### config.mk
export PLATFORM = sky130hd
export DESIGN_NAME = exc_entry_seq
export DESIGN_NICKNAME = d
export VERILOG_FILES = /design/src/rtl/exc_seq_pkg.sv /design/src/rtl/exc_seq_ctrl.sv /design/src/rtl/exc_seq_dp.sv /design/src/rtl/exc_entry_seq.sv
export SDC_FILE = /design/constraint.sdc
export NUM_CORES = 1
export LEC_CHECK = 0
export BUFFER_PORTS_ARGS = -buffer_cell sky130_fd_sc_hd__buf_4
export CAP_MARGIN = 5
export CORE_MARGIN = 2
export CORE_UTILIZATION = 38
export DETAILED_ROUTE_END_ITERATION = 8
export PLACE_DENSITY = 0.67
export SKIP_CTS_REPAIR_TIMING = 1
export SLEW_MARGIN = 25
export SYNTH_ARGS = -nofsm -noshare
export SYNTH_HDL_FRONTEND = slang
export SYNTH_HIERARCHICAL = 1
export SYNTH_SLANG_ARGS = --single-unit
### constraint.sdc
create_clock -name clk -period 3.2 [get_ports clk]
set_clock_uncertainty 0.05 [all_clocks]
set_input_delay 0.32 -clock clk [delete_from_list [all_inputs] [get_ports clk]]
set_output_delay 0.32 -clock clk [all_outputs]
set_load 0.005 [all_outputs]
### src/rtl/exc_seq_pkg.sv
package exc_seq_pkg;

  localparam int NUM_REQ  = 7;
  localparam int NUM_BANK = 5;
  localparam int PSR_W    = 32;

  // request bit positions
  localparam int RQ_RESET = 0;
  localparam int RQ_UNDEF = 1;
  localparam int RQ_SVC   = 2;
  localparam int RQ_PABT  = 3;
  localparam int RQ_DABT  = 4;
  localparam int RQ_IRQ   = 5;
  localparam int RQ_FIQ   = 6;

  // mode encodings
  localparam logic [4:0] MODE_USR = 5'b10000;
  localparam logic [4:0] MODE_FIQ = 5'b10001;
  localparam logic [4:0] MODE_IRQ = 5'b10010;
  localparam logic [4:0] MODE_SVC = 5'b10011;
  localparam logic [4:0] MODE_ABT = 5'b10111;
  localparam logic [4:0] MODE_UND = 5'b11011;
  localparam logic [4:0] MODE_SYS = 5'b11111;

  // status word bit positions
  localparam int PSR_T = 5;
  localparam int PSR_F = 6;
  localparam int PSR_I = 7;
  localparam int PSR_J = 24;

  // kind value equals vector slot index (offset / 4)
  typedef enum logic [2:0] {
    EK_RESET = 3'd0,
    EK_UNDEF = 3'd1,
    EK_SVC   = 3'd2,
    EK_PABT  = 3'd3,
    EK_DABT  = 3'd4,
    EK_IRQ   = 3'd6,
    EK_FIQ   = 3'd7
  } excKind_e;

  typedef struct packed {
    logic       hit;
    logic [2:0] idx;
  } bankSel_t;

  typedef struct packed {
    logic       entryGo;
    logic       retGo;
    excKind_e   kind;
    logic [4:0] tgtMode;
    logic [2:0] tgtBank;
    logic       maskFiq;
    logic [2:0] retBank;
  } seqStrobe_t;

  function automatic bankSel_t modeToBank(input logic [4:0] m);
    bankSel_t s;
    s.hit = 1'b1;
    s.idx = 3'd0;
    case (m)
      MODE_FIQ: s.idx = 3'd0;
      MODE_IRQ: s.idx = 3'd1;
      MODE_SVC: s.idx = 3'd2;
      MODE_ABT: s.idx = 3'd3;
      MODE_UND: s.idx = 3'd4;
      default:  s.hit = 1'b0;
    endcase
    return s;
  endfunction

endpackage

### src/rtl/exc_seq_ctrl.sv
module exc_seq_ctrl
  import exc_seq_pkg::*;
(
  input  logic [NUM_REQ-1:0] excReq,
  input  logic               excRet,
  input  logic [4:0]         curMode,
  output seqStrobe_t         strobe
);

  excKind_e kindSel;
  bankSel_t curBank;
  bankSel_t tgtSel;
  logic     anyReq;

  assign anyReq  = |excReq;
  assign curBank = modeToBank(curMode);

  // fixed priority pick
  always_comb begin
    if (excReq[RQ_RESET])     kindSel = EK_RESET;
    else if (excReq[RQ_DABT]) kindSel = EK_DABT;
    else if (excReq[RQ_FIQ])  kindSel = EK_FIQ;
    else if (excReq[RQ_IRQ])  kindSel = EK_IRQ;
    else if (excReq[RQ_PABT]) kindSel = EK_PABT;
    else if (excReq[RQ_UNDEF]) kindSel = EK_UNDEF;
    else                      kindSel = EK_SVC;
  end

  logic [4:0] modeSel;
  always_comb begin
    case (kindSel)
      EK_UNDEF:         modeSel = MODE_UND;
      EK_PABT, EK_DABT: modeSel = MODE_ABT;
      EK_IRQ:           modeSel = MODE_IRQ;
      EK_FIQ:           modeSel = MODE_FIQ;
      default:          modeSel = MODE_SVC;
    endcase
  end

  assign tgtSel = modeToBank(modeSel);

  always_comb begin
    strobe         = '0;
    strobe.entryGo = anyReq;
    strobe.kind    = kindSel;
    strobe.tgtMode = modeSel;
    strobe.tgtBank = tgtSel.idx;
    strobe.maskFiq = (kindSel == EK_RESET) || (kindSel == EK_FIQ);
    strobe.retGo   = excRet && !anyReq && curBank.hit;
    strobe.retBank = curBank.idx;
  end

endmodule

### src/rtl/exc_seq_dp.sv
module exc_seq_dp
  import exc_seq_pkg::*;
#(
  parameter int               ADDR_W   = 32,
  parameter logic [ADDR_W-1:0] VEC_BASE = '0
) (
  input  logic              clk,
  input  logic              rstN,
  input  seqStrobe_t        strobe,
  input  logic [PSR_W-1:0]  curPsr,
  input  logic [ADDR_W-1:0] retAddr,
  output logic [PSR_W-1:0]  psrNext,
  output logic              psrWe,
  output logic [ADDR_W-1:0] newPc,
  output logic              entryDone,
  output logic              retDone,
  output logic [PSR_W-1:0]  savedPsr,
  output logic [ADDR_W-1:0] linkAddr
);

  logic [NUM_BANK-1:0][PSR_W-1:0]  spsrAll;
  logic [NUM_BANK-1:0][ADDR_W-1:0] lrAll;

  // banked saved status and link registers
  for (genvar g = 0; g < NUM_BANK; g++) begin : gBank
    logic [PSR_W-1:0]  spsrR;
    logic [ADDR_W-1:0] lrR;
    always_ff @(posedge clk or negedge rstN) begin
      if (!rstN) begin
        spsrR <= '0;
        lrR   <= '0;
      end else if (strobe.entryGo && (strobe.tgtBank == 3'(g))) begin
        spsrR <= curPsr;
        lrR   <= retAddr;
      end
    end
    assign spsrAll[g] = spsrR;
    assign lrAll[g]   = lrR;
  end

  // status word on entry
  logic [PSR_W-1:0] entryPsr;
  always_comb begin
    entryPsr          = curPsr;
    entryPsr[4:0]     = strobe.tgtMode;
    entryPsr[PSR_T]   = 1'b0;
    entryPsr[PSR_J]   = 1'b0;
    entryPsr[26:25]   = 2'b00;
    entryPsr[15:10]   = 6'b0;
    entryPsr[PSR_I]   = 1'b1;
    if (strobe.maskFiq) entryPsr[PSR_F] = 1'b1;
  end

  logic [ADDR_W-1:0] vecAddr;
  assign vecAddr = VEC_BASE + ADDR_W'({strobe.kind, 2'b00});

  always_ff @(posedge clk or negedge rstN) begin
    if (!rstN) begin
      psrNext   <= '0;
      psrWe     <= 1'b0;
      newPc     <= '0;
      entryDone <= 1'b0;
      retDone   <= 1'b0;
    end else begin
      entryDone <= strobe.entryGo;
      retDone   <= strobe.retGo;
      psrWe     <= strobe.entryGo || strobe.retGo;
      if (strobe.entryGo) begin
        psrNext <= entryPsr;
        newPc   <= vecAddr;
      end else if (strobe.retGo) begin
        psrNext <= spsrAll[strobe.retBank];
      end
    end
  end

  // read port for the mode currently in force
  bankSel_t rdSel;
  assign rdSel    = modeToBank(curPsr[4:0]);
  assign savedPsr = rdSel.hit ? spsrAll[rdSel.idx] : '0;
  assign linkAddr = rdSel.hit ? lrAll[rdSel.idx] : '0;

endmodule

### src/rtl/exc_entry_seq.sv
module exc_entry_seq
  import exc_seq_pkg::*;
#(
  parameter int               ADDR_W   = 32,
  parameter logic [ADDR_W-1:0] VEC_BASE = '0
) (
  input  logic              clk,
  input  logic              rstN,
  input  logic [6:0]        excReq,
  input  logic              excRet,
  input  logic [31:0]       curPsr,
  input  logic [ADDR_W-1:0] retAddr,
  output logic [31:0]       psrNext,
  output logic              psrWe,
  output logic [ADDR_W-1:0] newPc,
  output logic              entryDone,
  output logic              retDone,
  output logic [31:0]       savedPsr,
  output logic [ADDR_W-1:0] linkAddr
);

  seqStrobe_t strobe;

  exc_seq_ctrl u_ctrl (
    .excReq  (excReq),
    .excRet  (excRet),
    .curMode (curPsr[4:0]),
    .strobe  (strobe)
  );

  exc_seq_dp #(
    .ADDR_W   (ADDR_W),
    .VEC_BASE (VEC_BASE)
  ) u_dp (
    .clk       (clk),
    .rstN      (rstN),
    .strobe    (strobe),
    .curPsr    (curPsr),
    .retAddr   (retAddr),
    .psrNext   (psrNext),
    .psrWe     (psrWe),
    .newPc     (newPc),
    .entryDone (entryDone),
    .retDone   (retDone),
    .savedPsr  (savedPsr),
    .linkAddr  (linkAddr)
  );

endmodule

=== Yosys cells after proc, flatten, opt, wreduce, memory -nomap -nowiden ===
Index checks and enable logic that the tools add are counted.

* Reduce and logical (&&, ||, !) cells: 16
* Magnitude comparators: 1
* Equal/unequal tests: 18
* Multiplexer cells: 19

{| class="wikitable"
|+ Operator list
! kind !! number
|-
| binary-select mux 32 bit (select 3 bit) || 2
|-
| 2-to-1 mux 32 bit || 6
|-
| equality test 5 bit, second input constant || 9
|-
| one-hot mux 3 bit (4 select lines) || 2
|-
| one-hot mux 4 bit (4 select lines) || 1
|-
| 2-to-1 mux 3 bit || 5
|-
| equality test 3 bit, second input constant || 4
|-
| equality test 3 x 2 -> 1 bit, second input constant || 3
|-
| logical AND 1 bit || 7
|-
| OR reduction 7 bit || 1
|-
| equality test 3 x 1 -> 1 bit, second input constant || 2
|-
| zero test 3 bit || 2
|-
| OR reduction 5 bit || 1
|-
| < comparator 3 x 4 -> 1 bit, second input constant || 1
|-
| logical OR 1 bit || 2
|-
| 2-to-1 mux 1 bit || 2
|-
| 2-to-1 mux 2 bit || 1
|-
| nonzero test 2 bit || 1
|-
| OR reduction 2 bit || 1
|-
| zero test 1 bit || 1
|}

* Output and inout bits: 131
* Word-level logic and storage cells: 69
* Input port bits: 74
* Register bits: 358

=== Longest topological paths before layout ===
Gate-level depths: netlist of run 1.

* Depth after elaboration: 13
* Gate-level depth with buffers: 12
* Gate-level depth less buffers: 10

=== Cells and area by module ===
Netlist of run 1, hierarchy kept.

{| class="wikitable"
|+ Modules (own cells, without submodules)
! module !! seq. area each (sq um) !! area each (sq um) !! instances !! cells an instance
|-
| exc_seq_dp || 8,958.6 || 17,954.7 || 1 || 1,440
|-
| exc_seq_ctrl || 0.0 || 304.0 || 1 || 47
|}

=== Worst setup path before layout of run 1 ===
No wires, ideal clock.

* Kind: input -> register
* From: input excReq[5]
* To: register u_dp.gBank[1].lrR[10]
* Data required time: 3.025 ns
* Path slack: 0.484 ns
* Setup time: 0.125 ns
* Cell stages on the path: 11
* Arrival time: 2.541 ns
* Buffers on the path: 2
* Path through: nor2_1 > a21oi_1 > or2_2 > ha_1 > nor3b_4 > a21oi_1 > o311ai_2 > nor3b_1 > buf_4 > buf_6 > mux2_2

{| class="wikitable"
|+ RTL lines
! element !! line !! RTL
|-
| start, declared || exc_entry_seq.sv:9 || <nowiki>input logic [6:0] excReq,</nowiki>
|-
| end signal, assigned || exc_seq_dp.sv:34 || <nowiki>lrR <= retAddr;</nowiki>
|-
| end, declared || exc_seq_dp.sv:27 || <nowiki>logic [ADDR_W-1:0] lrR;</nowiki>
|}

=== Final worst setup path of run 1 ===
* From: input curPsr[1]
* To: output linkAddr[21]

* Cells in the longest elaborated chain, start to end: 5
* Elaborated cells between the ends (all ways): 11
* Those cells by class: 5 x eq/ne; 5 x mux; 1 x reduce/logical

{| class="wikitable"
|+ Ends and longest elaborated chain
! element !! line !! RTL
|-
| start, declared || exc_entry_seq.sv:11 || <nowiki>input logic [31:0] curPsr,</nowiki>
|-
| equality test 5 bit || exc_seq_pkg.sv:61 || <nowiki>case (m)</nowiki>
|-
| one-hot mux 3 bit (4 select lines) || exc_seq_pkg.sv:61 ||
|-
| binary-select mux 32 bit (select 3 bit) || exc_seq_dp.sv:81 || <nowiki>assign linkAddr = rdSel.hit ? lrAll[rdSel.idx] : '0;</nowiki>
|-
| 2-to-1 mux 32 bit (not written as such) || exc_seq_dp.sv:81 ||
|-
| 2-to-1 mux 32 bit * || exc_seq_dp.sv:81 ||
|-
| end, declared || exc_entry_seq.sv:19 || <nowiki>output logic [ADDR_W-1:0] linkAddr</nowiki>
|}

Every way passes the cells marked *; elsewhere a longest branch is shown, timed or not. The select of a mux whose other input is x is not followed.

==> metrics.txt, run 1 <==
outcome=complete, no violations; initial antenna violation count=3; leakage=9.60 nW; final hold vios=0; maxcap violations=0; Final Max Slew Viols=0; Starting Density=38.4%; sw frac=26.4%; cell internal pwr=9.96 mW; critical path data arrival time=2.22 ns; die height=223 microns; area occupied by registers=0.00896 sq mm; Rel. slew slack=50.0%; Clock power frac=35.3%; RSZ-0062 raised after global routing=no; Post-Synthesis Cells=1487; nets@finish=1777; vias post-DR=13100; DIE AREA=0.0498 sq mm; post-synthesis sequential area ratio=49.1%; Comb pwr share=19.3%; first-pass GRT wire length=78.0 mm; clock sinks=358; clk slew on worst S/H paths=0.06 ns; Tmin final=2.59 ns; DPL Wire Length=32.2 mm; Clock Path Buffers=3; Peak VDD IR=372 uV; # rows=80; Syn. warnings=6; sequential share of power=45.4%; register bit total from synthesis=358; number of global-route vias before repair=13300; Data required, critical path=2.83 ns; core footprint=0.0475 sq mm; final wirelength=51.0 mm; Root Driver=clkbuf_16; Detail Route Antenna Nets=0; Unique masters post-synth=58; Remaining DRCs=0; CP Max Fanout=31; Setup TNS=0 ns; Critical Path Sink Type=primary output; RePlAce Congestion=0.825; GR Overflow Total=0; Die X=223 microns; CTS H-tree depth=2; final setup violation count=0; critical path class=input pin to primary output; boundary pin count=205; drt pass-1 iters=6; Startpoint Class=input pin; fmax=386 MHz; TritonCTS clock tree=built; Hold Crit Class=input pin to flip-flop; P_sw=3.57 mW; Detailed Route Iter0 Violations=871; fin crit share=81.0%; synth-to-layout area growth=21.3%; mapped cell area=0.0183 sq mm; Slew @ Worst Pin=0.741 ns; Vias/cell=5.58; Synth Area per Inst=12.3 sq um; Filler Cells Inserted=4227; number of synthesized flops with an enable pin=0; multi-input logic area=0.00841 sq mm; top_reg_cell synth=dfrtp_1; post-DR wirelength/cell=21.7 microns; layout cells sized above 1=38.7%; # port buffers=175; Clock Latency Late Sink=0.56 ns; Pwr per Cell Area=611 mW/mm^2; largest net degree at the start of global routing=90; Tot GR Track Use=20.2%; Num CTS Buffers=42; Fin Hold WS=0.0136 ns; FFs w/ async S/R, synth=100%
-- metal layers --
layer  up-vias  global-route usage, %  part of all wire [%]
met4         4                   7.10                   2.2
met5         -                      0                 0.045
met2       488                   32.5                    47
met1      6727                   26.7                    43
li1       5781                      -                     -
met3        86                   4.69                   7.0
-- cells in the mapped netlist (30+ instances only) --
cell type | count | share of area, %
a221o_1 | 61 | 3.3
buf_4 | 42 | 1.7
buf_6 | 30 | 1.9
clkbuf_1 | 46 | 0.95
dfrtp_1 | 358 | 49
mux2_2 | 311 | 19
mux2i_1 | 63 | 3.5
mux4_2 | 32 | 3.9
nand2_1 | 114 | 2.3
nor2_1 | 86 | 1.8
nor2b_1 | 63 | 2.2
o21ai_0 | 60 | 1.6
o21ai_1 | 68 | 1.9
-- cells by family after synthesis --
logic type / share of synthesized area, %
AO/OA/AOI/OAI: 9.74
multiplexers: 27.2
buffers and inverters: 5.89
other: 0.0411
XOR/XNOR: 0.0480
AND/OR/NAND/NOR: 7.74
adder cells (fa/ha/maj): 0.274
flip-flops: 49.1
-- worst max-delay path: stages --
cell and delay (ns):
buf_4 0.35, nor4b_2 0.42, nand2_4 0.32, buf_4 0.33, nor2_1 0.11, o21ai_1 0.16, buf_4 0.18
-- cells in the final DEF (no fill, tap or decap), types with 3 or more instances in the layout --
| master | instances |
|---|---|
| o21ai_1 | 68 |
| a222oi_1 | 20 |
| a221o_1 | 61 |
| nor2_4 | 3 |
| clkbuf_1 | 13 |
| a22oi_1 | 9 |
| nor2_1 | 83 |
| clkbuf_16 | 42 |
| o21ai_0 | 60 |
| ha_1 | 4 |
| a21oi_1 | 9 |
| clkinv_2 | 4 |
| inv_1 | 9 |
| nand3b_1 | 3 |
| nand3_1 | 3 |
| a211oi_1 | 8 |
| nand2b_4 | 3 |
| mux4_2 | 32 |
| buf_12 | 22 |
| nand2_1 | 113 |
| clkbuf_8 | 12 |
| dfrtp_1 | 358 |
| nor2b_1 | 62 |
| mux2_2 | 311 |
| buf_4 | 214 |
| conb_1 | 30 |
| dlygate4sd3_1 | 52 |
| mux2_1 | 10 |
| mux2i_1 | 63 |
-- final cells by class --
cell class | instances | area share (%)
Antenna cell | 1 | 0.0113
Clock buffer | 67 | 5.71
Clock inverter | 9 | 0.514
Inverter | 9 | 0.153
Multi-Input combinational cell | 998 | 38.0
Sequential cell | 358 | 40.5
Tap cell | 615 | 3.47
Timing Repair Buffer | 290 | 11.7
-- worst paths after layout --
kind,end,depth (start not counted),from,slack (ns)
max,linkAddr[21],7,curPsr[1],0.61
min,u_dp/gBank[0].lrR[26],2,retAddr[26],0.01
max reg2reg,u_dp/psrNext[26],3,u_dp/gBank[3].spsrR[26],1.57
min reg2reg,u_dp/gBank[2].lrR[8],1,u_dp/gBank[2].lrR[8],0.43
max in group asynchronous,u_dp/gBank[1].lrR[29],3,rstN,1.84
min in group asynchronous,u_dp/gBank[4].spsrR[11],2,rstN,0.30
-- stage by stage --
stage               cells  utilization [%]  total power [mW]  setup slack [ns]  instance area, sq um
finish               2347             46.6              13.5             0.607                 22100
global route         2347             46.6              14.2             0.452                 22100
CTS                  2294             45.5              13.6             0.601                 21600
detailed placement   2218             42.6              8.78             0.112                 20200
global placement     2218             42.6              8.63             0.123                 20200
floorplan            1515                -              7.91             0.484                 18400
-- power by group through the flow --
stage          clock network, mW  logic (mW)  registers (mW)
6_report                    4.77        2.61            6.14
5_1_grt                     5.09        2.84            6.26
4_1_cts                     4.90        2.57            6.13
3_5_place_dp                   0        2.57            6.21
3_3_place_gp                   0        2.48            6.15
2_1_floorplan                  0        1.89            6.02
-- registers in the layout, indices dropped and copies added, names as in the netlist --
signal and flops:
u_dp/entryDone 1, u_dp/gBank.lrR 160, u_dp/psrNext 32, u_dp/retDone 1, u_dp/psrWe 1, u_dp/newPc 3, u_dp/gBank.spsrR 160
Note: power is estimated with default switching activity, not from simulation.
==> inputs of run 2 (changes only) <==
==> constraint.sdc (replaced) <==
create_clock -name clk -period 2.43 [get_ports clk]
set_clock_uncertainty 0.05 [all_clocks]
set_input_delay 0.243 -clock clk [delete_from_list [all_inputs] [get_ports clk]]
set_output_delay 0.243 -clock clk [all_outputs]
set_load 0.005 [all_outputs]
==> metrics.txt, run 2 (synthesized netlist as in run 1, its figures left out) <==
first-pass GRT wire length=81.4 mm (+4.3%); Core Util, Final=47.7% (+1.1 points); DIE AREA=0.0498 sq mm (unchanged); outcome=complete, no violations; final setup violation count=0 (unchanged); Critical Path Sink Type=flip-flop; Remaining DRCs=0 (unchanged); Num CTS Buffers=41 (-2.4%); nets@finish=1807 (+1.7%); layout cells sized above 1=40.1% (+1.4 points); GR Overflow Total=0 (unchanged); largest net degree at the start of global routing=76 (-16%); Pwr Total=18.0 mW (+33%); die height=223 microns (unchanged); core footprint=0.0475 sq mm (unchanged); Vias/cell=5.56 (-0.20%); initial antenna violation count=3 (unchanged); clk slew on worst S/H paths=0.05 ns (about the same); Die X=223 microns (unchanged); CP Max Fanout=26 (-16%); RePlAce Congestion=0.808 (-2.1%); CTS H-tree depth=2 (unchanged); Detailed Route Iter0 Violations=1070 (+23%); Hold Crit Class=input pin to flip-flop; clock sinks=358 (unchanged); Inst Count DP=2241 (+1.0%); drt pass-1 iters=5 (-1); P_sw=4.79 mW (+34%); final hold vios=0 (unchanged); critical path class=input pin to flip-flop; # rows=80 (unchanged); Data required, critical path=2.82 ns (about the same); number of global-route vias before repair=13700 (+2.5%); leakage=9.86 nW (+2.7%); Slew @ Worst Pin=0.843 ns (+0.102 ns); DPL Wire Length=33.0 mm (+2.5%); Tmin final=2.28 ns; gr busiest metal=met2; final wirelength=52.4 mm (+2.8%); Starting Density=38.4% (unchanged); most frequent cells in the layout=dfrtp_1, mux2_2, buf_4, nand2_1, nor2_1; Setup TNS=0 ns (unchanged); RSZ-0062 raised after global routing=no; grt met2 use=34.5% (+2.0 points); synth-to-layout area growth=24.2%; sw frac=26.6% (+0.22 points); GR Util met1=27.6% (+0.93 points); Tot GR Track Use=21.0% (+0.81 points); post-DR wirelength/cell=22.1 microns (+1.6%); Fin Hold WS=0.0299 ns (+0.0163 ns); Root Driver=clkbuf_16; critical path data arrival time=2.67 ns (+0.45 ns); fmax=439 MHz; Startpoint Class=input pin; maxcap violations=0 (unchanged); Comb pwr share=20.0% (+0.7 points); Pwr per Cell Area=794 mW/mm^2 (+30%); Clock Path Buffers=3 (unchanged); sequential share of power=45.0% (-0.4 points); fin crit share=93.8%; TritonCTS clock tree=built; # port buffers=175 (unchanged); Peak VDD IR=581 uV (+56%); met3 usage=5.27% (+0.58 points); Final Max Slew Viols=0 (unchanged); Clock power frac=35.0% (-0.3 points); cell internal pwr=13.2 mW (+33%); Largest regs=u_dp/gBank.lrR (160), u_dp/gBank.spsrR (160), u_dp/psrNext (32); Clock Latency Late Sink=0.57 ns (about the same); Final Non-Filler Cells=2375 (+1.2%); vias post-DR=13200 (+0.99%); Rel. slew slack=43.7% (-6.3 points); most common cell after layout, fill and taps aside=dfrtp_1; Detail Route Antenna Nets=0 (unchanged); boundary pin count=205 (unchanged)
## run 2: final timing paths
path	start	to	slack, ns	cells past startpoint
min reg2reg	u_dp/gBank[2].lrR[9]	u_dp/gBank[2].lrR[9]	0.44	1
max in group asynchronous	rstN	u_dp/gBank[0].lrR[21]	1.33	3
max reg2reg	u_dp/gBank[3].spsrR[7]	u_dp/psrNext[7]	0.88	3
min in group asynchronous	rstN	u_dp/gBank[0].spsrR[9]	0.19	2
min	excReq[6]	u_dp/newPc[2]	0.03	3
max	excReq[5]	u_dp/gBank[1].lrR[28]	0.15	12
## run 2: cell type report
cell class / instances / area (sq um)
antenna: 2 / 5.00
clock buffer: 59 / 1200
clock inverter: 13 / 169
fill: 4174 / 24900
inverter: 9 / 33.8
multi-input combinational: 998 / 8510
sequential: 358 / 8960
tap: 615 / 769
timing repair buffer: 321 / 3020
## run 2: power groups by stage
| stage | registers (mW) | clock network (mW) | logic [mW] |
|---|---|---|---|
| 2_1_floorplan | 7.92 | 0 | 2.55 |
| 3_3_place_gp | 8.09 | 0 | 3.40 |
| 3_5_place_dp | 8.19 | 0 | 3.52 |
| 4_1_cts | 8.08 | 6.45 | 3.53 |
| 5_1_grt | 8.28 | 6.69 | 3.88 |
| 6_report | 8.10 | 6.30 | 3.60 |
## run 2: critical path, stage by stage
cell and delay [ns]:
buf_4 0.11, nor2_4 0.04, a21oi_2 0.13, or2_4 0.16, ha_4 0.13, nor3b_4 0.27, a21oi_2 0.11, o311ai_4 0.40
nor3b_2 0.25, buf_4 0.19, buf_12 0.22, mux2_2 0.36
## run 2: stage by stage
| stage | setup WS (ns) | instance area, sq um |
|---|---|---|
| after global routing | 0.0676 | 22700 |
| after floorplan | -0.0303 | 18500 |
| after CTS | 0.103 | 22100 |
| final | 0.150 | 22700 |
| after global placement | -0.360 | 20700 |
| after detailed placement | -0.406 | 20700 |
## run 2: layer usage
layer / vias up / routed length, microns
li1: 5839 / -
met1: 6809 / 22500
met2: 457 / 25200
met3: 107 / 3540
met4: 4 / 1150
met5: - / 25
